`config.mk`:
```
export PLATFORM = sky130hd
export DESIGN_NAME = ipk_trip_cond
export DESIGN_NICKNAME = d
export VERILOG_FILES = /design/src/rtl/ipk_pkg.sv /design/src/rtl/ipk_sync.sv /design/src/rtl/ipk_blank_tmr.sv /design/src/rtl/ipk_trip_arb.sv /design/src/rtl/ipk_trip_cond.sv
export SDC_FILE = /design/constraint.sdc
export NUM_CORES = 1
export LEC_CHECK = 0
export BUFFER_PORTS_ARGS = -buffer_cell sky130_fd_sc_hd__clkbuf_2
export CAP_MARGIN = 15
export CORE_MARGIN = 1.5
export CORE_UTILIZATION = 40
export DETAILED_ROUTE_END_ITERATION = 8
export PLACE_DENSITY_LB_ADDON = 0.05
export SYNTH_ARGS = -nofsm -noshare
export SYNTH_HDL_FRONTEND = slang
export SYNTH_SLANG_ARGS = --single-unit
```
`constraint.sdc`:
```
create_clock -name clk_i -period 3.6 [get_ports clk_i]
set_input_delay 0.18 -clock clk_i [delete_from_list [all_inputs] [get_ports clk_i]]
set_output_delay 0.18 -clock clk_i [all_outputs]
set_load 0.03 [all_outputs]
```
`src/rtl/ipk_pkg.sv`:
```
package ipk_pkg;
  typedef enum logic {
    BLK_IGNORE = 1'b0,
    BLK_DEFER  = 1'b1
  } blk_mode_e;
endpackage

```
`src/rtl/ipk_sync.sv`:
```
module ipk_sync #(
  parameter int unsigned N_CH   = 2,
  parameter int unsigned STAGES = 2
) (
  input  logic            clk_i,
  input  logic            rst_ni,
  input  logic [N_CH-1:0] d_i,
  output logic [N_CH-1:0] q_o
);
  for (genvar ch = 0; ch < N_CH; ch++) begin : g_ch
    logic [STAGES-1:0] sr_q;
    always_ff @(posedge clk_i or negedge rst_ni) begin
      if (!rst_ni) sr_q <= '0;
      else         sr_q <= {sr_q[STAGES-2:0], d_i[ch]};
    end
    assign q_o[ch] = sr_q[STAGES-1];
  end
endmodule

```
`src/rtl/ipk_blank_tmr.sv`:
```
module ipk_blank_tmr #(
  parameter int unsigned LEN_W = 6
) (
  input  logic             clk_i,
  input  logic             rst_ni,
  input  logic             start_i,
  input  logic [LEN_W-1:0] len_i,
  output logic             active_o
);
  logic [LEN_W-1:0] cnt_q;

  always_ff @(posedge clk_i or negedge rst_ni) begin
    if (!rst_ni)            cnt_q <= '0;
    else if (start_i)       cnt_q <= len_i;
    else if (cnt_q != '0)   cnt_q <= cnt_q - 1'b1;
  end

  assign active_o = (cnt_q != '0);

  AST_BLANK_OPEN: assert property (@(posedge clk_i) disable iff (!rst_ni)
    start_i |=> (active_o == ($past(len_i) != '0)));
  AST_BLANK_CLOSE: assert property (@(posedge clk_i) disable iff (!rst_ni)
    (!start_i && !active_o) |=> !active_o);
endmodule

```
`src/rtl/ipk_trip_arb.sv`:
```
module ipk_trip_arb
  import ipk_pkg::*;
#(
  parameter int unsigned CODE_W = 10
) (
  input  logic              clk_i,
  input  logic              rst_ni,
  input  logic              start_i,
  input  logic              main_s_i,
  input  logic              ocp_s_i,
  input  logic              blank_i,
  input  blk_mode_e         mode_i,
  input  logic [CODE_W-1:0] setpt_i,
  input  logic [CODE_W-1:0] thr_i,
  input  logic              fault_clr_i,
  output logic              trip_o,
  output logic              skip_o,
  output logic              fault_o
);
  logic main_d_q, armed_q, pend_q, skip_q, trip_q, fault_q;
  logic main_rise, live, fire, defer_cap;

  assign main_rise = main_s_i & ~main_d_q;
  // cycle-start interval never trips; new cycle begins on the next edge
  assign live      = armed_q & ~skip_q & ~start_i;
  assign fire      = live & ((main_rise & ~blank_i) | (pend_q & ~blank_i) | ocp_s_i);
  assign defer_cap = live & main_rise & blank_i & (mode_i == BLK_DEFER);

  always_ff @(posedge clk_i or negedge rst_ni) begin
    if (!rst_ni) begin
      main_d_q <= 1'b0;
      armed_q  <= 1'b0;
      pend_q   <= 1'b0;
      skip_q   <= 1'b0;
      trip_q   <= 1'b0;
    end else begin
      main_d_q <= main_s_i;
      trip_q   <= fire;
      if (start_i) begin
        armed_q <= 1'b1;
        pend_q  <= 1'b0;
        skip_q  <= (setpt_i < thr_i);
      end else if (fire) begin
        armed_q <= 1'b0;
        pend_q  <= 1'b0;
      end else if (defer_cap) begin
        pend_q  <= 1'b1;
      end
    end
  end

  // set dominates clear
  always_ff @(posedge clk_i or negedge rst_ni) begin
    if (!rst_ni)          fault_q <= 1'b0;
    else if (ocp_s_i)     fault_q <= 1'b1;
    else if (fault_clr_i) fault_q <= 1'b0;
  end

  assign trip_o  = trip_q;
  assign skip_o  = skip_q;
  assign fault_o = fault_q;

  AST_TRIP_SINGLE: assert property (@(posedge clk_i) disable iff (!rst_ni)
    trip_o |=> !trip_o);
  AST_SKIP_QUIET: assert property (@(posedge clk_i) disable iff (!rst_ni)
    skip_o |-> !trip_o);
  AST_SKIP_HOLD: assert property (@(posedge clk_i) disable iff (!rst_ni)
    !start_i |=> $stable(skip_o));
  AST_FAULT_STICKY: assert property (@(posedge clk_i) disable iff (!rst_ni)
    (fault_o && !fault_clr_i) |=> fault_o);
  AST_FAULT_SET: assert property (@(posedge clk_i) disable iff (!rst_ni)
    ocp_s_i |=> fault_o);
  AST_OCP_TRIP: assert property (@(posedge clk_i) disable iff (!rst_ni)
    (armed_q && !skip_q && !start_i && ocp_s_i) |=> trip_o);
  AST_DEFER_ISSUE: assert property (@(posedge clk_i) disable iff (!rst_ni)
    (pend_q && !blank_i && !start_i) |=> trip_o);
  AST_IGNORE_NO_PEND: assert property (@(posedge clk_i) disable iff (!rst_ni)
    (!pend_q && mode_i == BLK_IGNORE) |=> !pend_q);
endmodule

```
`src/rtl/ipk_trip_cond.sv`:
```
module ipk_trip_cond
  import ipk_pkg::*;
#(
  parameter int unsigned LEN_W    = 6,
  parameter int unsigned CODE_W   = 10,
  parameter int unsigned SYNC_STG = 2
) (
  input  logic              clk_i,
  input  logic              rst_ni,
  input  logic              cyc_start_i,
  input  logic              cmp_main_i,
  input  logic              cmp_ocp_i,
  input  logic [LEN_W-1:0]  blank_len_i,
  input  logic              blank_defer_i,
  input  logic [CODE_W-1:0] setpt_i,
  input  logic [CODE_W-1:0] skip_thr_i,
  input  logic              fault_clr_i,
  output logic              trip_o,
  output logic              skip_o,
  output logic              fault_o
);
  localparam int unsigned N_CMP = 2;
  localparam int unsigned CH_MAIN = 0;
  localparam int unsigned CH_OCP  = 1;

  logic [N_CMP-1:0] cmp_s;
  logic             blank_act;
  blk_mode_e        mode;

  assign mode = blk_mode_e'(blank_defer_i);

  ipk_sync #(.N_CH(N_CMP), .STAGES(SYNC_STG)) u_sync (
    .clk_i  (clk_i),
    .rst_ni (rst_ni),
    .d_i    ({cmp_ocp_i, cmp_main_i}),
    .q_o    (cmp_s)
  );

  ipk_blank_tmr #(.LEN_W(LEN_W)) u_blank (
    .clk_i    (clk_i),
    .rst_ni   (rst_ni),
    .start_i  (cyc_start_i),
    .len_i    (blank_len_i),
    .active_o (blank_act)
  );

  ipk_trip_arb #(.CODE_W(CODE_W)) u_arb (
    .clk_i       (clk_i),
    .rst_ni      (rst_ni),
    .start_i     (cyc_start_i),
    .main_s_i    (cmp_s[CH_MAIN]),
    .ocp_s_i     (cmp_s[CH_OCP]),
    .blank_i     (blank_act),
    .mode_i      (mode),
    .setpt_i     (setpt_i),
    .thr_i       (skip_thr_i),
    .fault_clr_i (fault_clr_i),
    .trip_o      (trip_o),
    .skip_o      (skip_o),
    .fault_o     (fault_o)
  );

  AST_RESET_QUIET: assert property (@(posedge clk_i)
    !rst_ni |-> (!trip_o && !skip_o && !fault_o));
endmodule

```
==> flow_summary.toml, run 1 <==
[status]
status = "completed"

[finish]
post-route-util = 0.573
n_fill_cell = 209
diodes = 0
nNetsFinal = 177
area_growth_pct = 30.2
final_layout_size_suffix_gt1_frac = 0.303
multi_input_area_um2 = 438
regArea_um2 = 400

[drt]
antenna_left = 0
drc = 0
drt-initial-drc-count = 4
vias = 746
firstDrtPassIters = 4
routed_via_density = 4.69
drt_wl_total_um = 1630
wl_per_cell_um = 10.2

[power_and_ir_drop]
p_sw_uw = 123
swShare = 0.280
irDropWorstVdd_v = 0.000274
p_leak_uw = 0.000630
pwr-share-comb = 0.243
total_power_uw = 438
p_int_uw = 316
sequentialPowerShare = 0.492
pwr-share-clk = 0.266
p_per_area_nw_per_um2 = 375

[clocking]
cts_resized = 0
cts_tree = "yes"
clk_latency_ns = 0.28
cts_hold_buffers = 3
root_buffer = "clkbuf_4"
post-cts-setup-buffers = 0
cts_buffers = 3
path_clk_slew_ns = 0.09
htree_levels = 1
clock_path_buffers = 2
cts_sinks = 16

[sta]
fmax_mhz = 569
finalMaxSlewViolations = 0
fin_crit_sh = 0.488
rsz0062_at_grt = "no"
slew-limit-headroom = 0.736
hold_viol_final = 0
finalSetupTns_ns = 0
setup_violations = 0
fin_crit_ns = 1.76
tightest_slew_ns = 0.396
skew_ns = 0.00134
worst_slack_ns = 1.84

[flow_run]
drv_cap = 0

[global_route]
antenna_found_initial = 0
met3_usage = 0.0595
grt_max_degree = 17
grt_remaining_overflow = 0
grt_pass1_wl_um = 3060
busiest_layer = "met2"
met1_usage = 0.177
grt_pass1_vias = 767
globalRouteMet2Util = 0.281
track_usage = 0.160

[logic_synthesis]
synth.area.mux_share = 0
synth_cell_types = 25
synth_nets = 135
synth-compound-area-share = 0.146
synth_warnings = 0
ys_seq_area_frac = 0.446
yosys.area_share.simple = 0.139
synth_seq_cells = 16
syn_area_per_cell_um2 = 9.87
netlist_instances = 91
synthAdderAreaFrac = 0.153
synth_top_family_by_area = "adder cells"
synth-xor-area-share = 0.0487
synthesis.area_um2 = 898

[placed_design]
dp_hpwl_um = 1360
port_buffers = 35
post-place-ws_ns = 1.85
place_congestion = 0.708

[floorplanning]
coreArea_um2 = 2040
rows = 16
dieHeight_um = 50.4
initial_core_util = 0.440
dieArea_um2 = 2540
die_w_um = 50.4
ioPinCount = 36

[critical_path]
crit_fanout = 4
reg2reg_to = "u_blank.cnt_q[1]"
cp.required_ns = 3.83
end_kind = "register"
r2r_slack_ns = 1.84
worstSetupPathType = "reg -> reg"
r2r-start = "u_blank.cnt_q[0]"
arrival_ns = 1.99
slowest_stage = "or4b_4"
critical-path-max-stage-delay_ns = 0.47
reg2regPathDepth = 6
crit_chain = "inv_1 > ha_1 > or4b_4 > or2_1 > a211oi_1 > a21o_1"
start_kind = "register"

[worst_hold_path]
hold_end = "u_blank.cnt_q[2]"
hold_path_startpoint = "blank_len_i[2]"
hp-class = "in -> reg"
min_path_cells = 3
[cell families after synthesis]
group                    Yosys count
adder cells (fa/ha/maj)           11
AND/OR/NAND/NOR                   24
buffers and inverters             16
XOR/XNOR                           5
flip-flops                        16
AO/OA/AOI/OAI                     19
[stage by stage]
step                      std cells  instance area (um2)  hold WS, ns
after floorplan                  91                  898       -0.116
after CTS                       159                 1170       0.0943
after global routing            159                 1170       0.0907
after global placement          152                 1100        0.118
final                           159                 1170       0.0957
after detailed placement        152                 1100        0.121
[how the worst max path moves through the flow]
stage	from	slack, ns	cells after the start	endpoint
final	u_blank.cnt_q[0]	1.84	6	u_blank.cnt_q[1]
after detailed placement	u_blank.cnt_q[0]	1.85	6	u_blank.cnt_q[1]
after floorplan	u_blank.cnt_q[0]	1.94	6	u_blank.cnt_q[1]
after global routing	u_blank.cnt_q[0]	1.71	6	u_blank.cnt_q[1]
after CTS	u_blank.cnt_q[0]	1.82	6	u_blank.cnt_q[1]
after global placement	u_blank.cnt_q[0]	1.89	6	u_blank.cnt_q[1]
[critical path, delay by kind of cell (launching register included)]
family	cells	cell delay, ns
buffers and inverters	1	0.11
flip-flops	1	0.38
AO/OA/AOI/OAI	2	0.34
adder cells (fa/ha/maj)	1	0.15
AND/OR/NAND/NOR	2	0.71
[flip-flops by register name, summed over array words and instances (netlist names)]
name,count
u_arb.pend_q,1
u_arb.armed_q,1
u_sync.g_ch.sr_q,4
u_arb.trip_o,1
u_arb.main_d_q,1
u_arb.skip_o,1
u_blank.cnt_q,6
u_arb.fault_o,1
[area by class of cell]
type                            instances  area share
Multi-Input combinational cell         59       0.374
Sequential cell                        16       0.342
Timing Repair Buffer                   38       0.175
Clock buffer                            4      0.0310
Inverter                               15      0.0481
Tap cell                               27      0.0289
[cells in the final DEF (no fill, tap or decap), drive strengths merged]
master | synthesis | layout
a22o | 3 | 3
nor3b | 1 | 1
ha | 11 | 11
nand2b | 2 | 2
a21o | 3 | 3
nand2 | 4 | 4
nand4 | 2 | 2
a211oi | 3 | 3
o31ai | 1 | 1
or2 | 1 | 1
clkbuf | 1 | 39
o32ai | 1 | 1
nor2 | 7 | 7
xnor2 | 4 | 4
or4b | 1 | 1
nand3 | 1 | 1
dlygate4sd3 | 0 | 3
dfrtp | 16 | 16
a21oi | 3 | 3
o21ai | 3 | 3
o21a | 1 | 1
xor2 | 1 | 1
a31oi | 1 | 1
nor3 | 4 | 4
inv | 15 | 15
nor2b | 1 | 1
[cells in the mapped netlist]
library cell  count  area (um2)
nand4_1           2        12.5
a21oi_1           3        15.0
xnor2_1           4        35.0
nand2_1           4        15.0
clkbuf_1          1        3.75
ha_1             11         138
o31ai_1           1        7.51
a31oi_1           1        6.26
a21o_1            3        22.5
dfrtp_1          16         400
nand2b_1          2        12.5
nor2b_1           1        6.26
o21a_1            1        7.51
o21ai_0           3        15.0
or2_1             1        6.26
nand3_1           1        5.00
o32ai_1           1        8.76
a211oi_1          3        22.5
a22o_1            3        26.3
nor3b_1           1        7.51
or4b_4            1        13.8
xor2_1            1        8.76
inv_1            15        56.3
nor3_1            4        20.0
nor2_1            7        26.3
[power groups by stage]
stage | clock [uW] | sequential, uW | combinational [uW]
final | 116 | 216 | 106
after global routing | 130 | 219 | 123
after CTS | 120 | 216 | 109
after detailed placement | 0 | 219 | 106
after global placement | 0 | 220 | 103
after floorplan | 0 | 221 | 64.4
[routing by layer]
layer | vias to the layer above | wire length, um
li1 | 391 | -
met1 | 335 | 723
met2 | 15 | 788
met3 | 5 | 89
met4 | 0 | 24
met5 | - | 0
No activity file was read; power rests on OpenSTA's default activity.
==> run 2: changes to the inputs <==
--- a/config.mk
+++ b/config.mk
@@ -5,6 +5,7 @@
 export SDC_FILE = /design/constraint.sdc
 export NUM_CORES = 1
 export LEC_CHECK = 0
+export ABC_AREA = 1
 export BUFFER_PORTS_ARGS = -buffer_cell sky130_fd_sc_hd__clkbuf_2
 export CAP_MARGIN = 15
 export CORE_MARGIN = 1.5
==> constraint.sdc (replaced) <==
create_clock -name clk_i -period 1.5 [get_ports clk_i]
set_input_delay 0.075 -clock clk_i [delete_from_list [all_inputs] [get_ports clk_i]]
set_output_delay 0.075 -clock clk_i [all_outputs]
set_load 0.03 [all_outputs]
==> flow_summary.toml, run 2 <==
[status]
status = "completed"

[critical_path]
cp.required_ns = 1.69
path_buf_inv = 2
start_kind = "register"
crit_chain = "inv_1 > ha_1 > nand2_1 > nor2_1 > nand3_1 > nand2_1 > nand2_1 > nand2_1 > inv_1"
crit_family = "simple AND/OR/NAND/NOR gates"
critPathMostFrequentCell = "nand2_1"
slowest_stage = "dfrtp_1"
worstSetupPathType = "reg -> reg"
end_kind = "register"
arrival_ns = 1.46
crit_fanout = 5
critical-path-max-stage-delay_ns = 0.38

[floorplanning]
ioPinCount = 36
dieArea_um2 = 2760
rows = 17
coreArea_um2 = 2250
die_w_um = 52.6
dieHeight_um = 52.6
initial_core_util = 0.436

[drt]
firstDrtPassIters = 4
antenna_left = 0
drt_wl_total_um = 1850
wl_per_cell_um = 9.08
vias = 876
drc = 0
routed_via_density = 4.29
drt-initial-drc-count = 6

[logic_synthesis]
yosysMostFrequentCell = "nand2_1"
synth_edf_count = 0
synth_top_cell_by_area = "dfrtp_1"
synth_top_family_by_area = "simple AND/OR/NAND/NOR gates"
synth_top_area_frac = 0.408
synthTopCellsByCount = "nand2_1 (41), inv_1 (29), dfrtp_1 (16)"
synthesis.area_um2 = 982
ys_top_cells_by_area = "dfrtp_1 (41%), nand2_1 (16%), ha_1 (14%)"
yosys.area_share.simple = 0.262
synth_warnings = 0
synth_async_sr_flop_share = 1.00
synth_seq_cells = 16
synth_cell_types = 12
ys.flop_type = "dfrtp_1"
syn_area_per_cell_um2 = 7.56
synth_nets = 174
synth.area.mux_share = 0
synth-compound-area-share = 0.0408
synth-xor-area-share = 0.0268
netlist_instances = 130
synthAdderAreaFrac = 0.140
ys_seq_area_frac = 0.408

[power_and_ir_drop]
irDropWorstVdd_v = 0.000696
total_power_uw = 1130
p_per_area_nw_per_um2 = 873
p_leak_uw = 0.000786

[clocking]
post-cts-setup-buffers = 0
clock_path_buffers = 2
cts_sinks = 16
cts_tree = "yes"
htree_levels = 1
root_buffer = "clkbuf_4"
clk_latency_ns = 0.30
path_clk_slew_ns = 0.11
cts_resized = 0
cts_buffers = 3
cts_hold_buffers = 8

[placed_design]
port_buffers = 35
post-place-ws_ns = 0.260
dp_hpwl_um = 1520
place_congestion = 0.821

[sta]
fmax_mhz = 786
fin_crit_ns = 1.27
finalMaxSlewViolations = 0
slew-limit-headroom = 0.734
worst_slack_ns = 0.227
skew_ns = 0.0170
fin_crit_sh = 0.849
tightest_slew_ns = 0.398
setup_violations = 0
hold_ws_ns = 0.0102
rsz0062_at_grt = "no"
hold_viol_final = 0
finalSetupTns_ns = 0

[finish]
reg_top3 = "u_blank.cnt_q x6, u_sync.g_ch.sr_q x4"
post-route-util = 0.575
final_layout_size_suffix_gt1_frac = 0.227
largest_register_ffs = 6
top_register = "u_blank.cnt_q"
nNetsFinal = 221
layout_commonest_cell = "nand2_1"
diodes = 0
mostFrequentLayoutCells = "nand2_1 (41), clkbuf_2 (35), inv_1 (29)"
area_growth_pct = 32.1
n_fill_cell = 234

[global_route]
track_usage = 0.165
grt_remaining_overflow = 0
grt_pass1_vias = 845
antenna_found_initial = 0
grt_max_degree = 17
grt_pass1_wl_um = 3340

[worst_hold_path]
hp-class = "in -> reg"

[flow_run]
drv_cap = 0
==> run 2: cell count changes after synthesis, moves of 3 or more <==
cell      before  now
nor2_1         7   12
a22o_1         3    0
inv_1         15   29
a211oi_1       3    0
nand2_1        4   41
nand3_1        1    8
nor3_1         4    0
a21o_1         3    0
==> run 2: tightest hold or removal path, stage by stage <==
cell and delay, ns:
clkbuf_2 0.08, nand2_1 0.04, o21ai_0 0.08
==> run 2: layout make-up <==
class	count	area, um2	share of cell area
Sequential cell	16	400	0.309
Clock buffer	4	36.3	0.0280
Inverter	29	109	0.0839
Tap cell	28	35.0	0.0270
Multi-Input combinational cell	84	462	0.356
Timing Repair Buffer	43	255	0.197
==> run 2: final timing paths <==
path                                   startpoint                endpoint  slack [ns]  cells past startpoint
setup / recovery                 u_blank.cnt_q[0]            u_arb.pend_q        0.23                      9
hold / removal                     blank_len_i[2]        u_blank.cnt_q[2]        0.01                      3
setup reg to reg                 u_blank.cnt_q[0]            u_arb.pend_q        0.23                      9
hold reg to reg            u_sync.g_ch[0].sr_q[1]          u_arb.main_d_q        0.36                      0
max in group asynchronous                  rst_ni  u_sync.g_ch[0].sr_q[0]        0.98                      2
min in group asynchronous                  rst_ni        u_blank.cnt_q[0]        0.22                      2
==> run 2: metal layers <==
metal	GRT usage	share of wire
met5	0	0
met4	0.0385	0.0016
met3	0.0600	0.060
met2	0.265	0.45
met1	0.211	0.49
==> run 2: cell families after synthesis <==
logic type | Yosys count
adder cells (fa/ha/maj) | 11
XOR/XNOR | 3
AND/OR/NAND/NOR | 62
buffers and inverters | 30
flip-flops | 16
AO/OA/AOI/OAI | 8
==> run 2: stage by stage <==
stage / area [um2] / instances
2_1_floorplan: 982 / 130
3_3_place_gp: 1180 / 192
3_5_place_dp: 1180 / 192
4_1_cts: 1300 / 204
5_1_grt: 1300 / 204
6_report: 1300 / 204
==> run 2: power by group <==
group | internal, uW | switching, uW | total (uW) | leakage (uW)
logic | 146 | 173 | 319 | 0.000575
clock network | 148 | 143 | 291 | 0.0000210
registers | 484 | 38.7 | 522 | 0.000190
total | 777 | 355 | 1130 | 0.000786
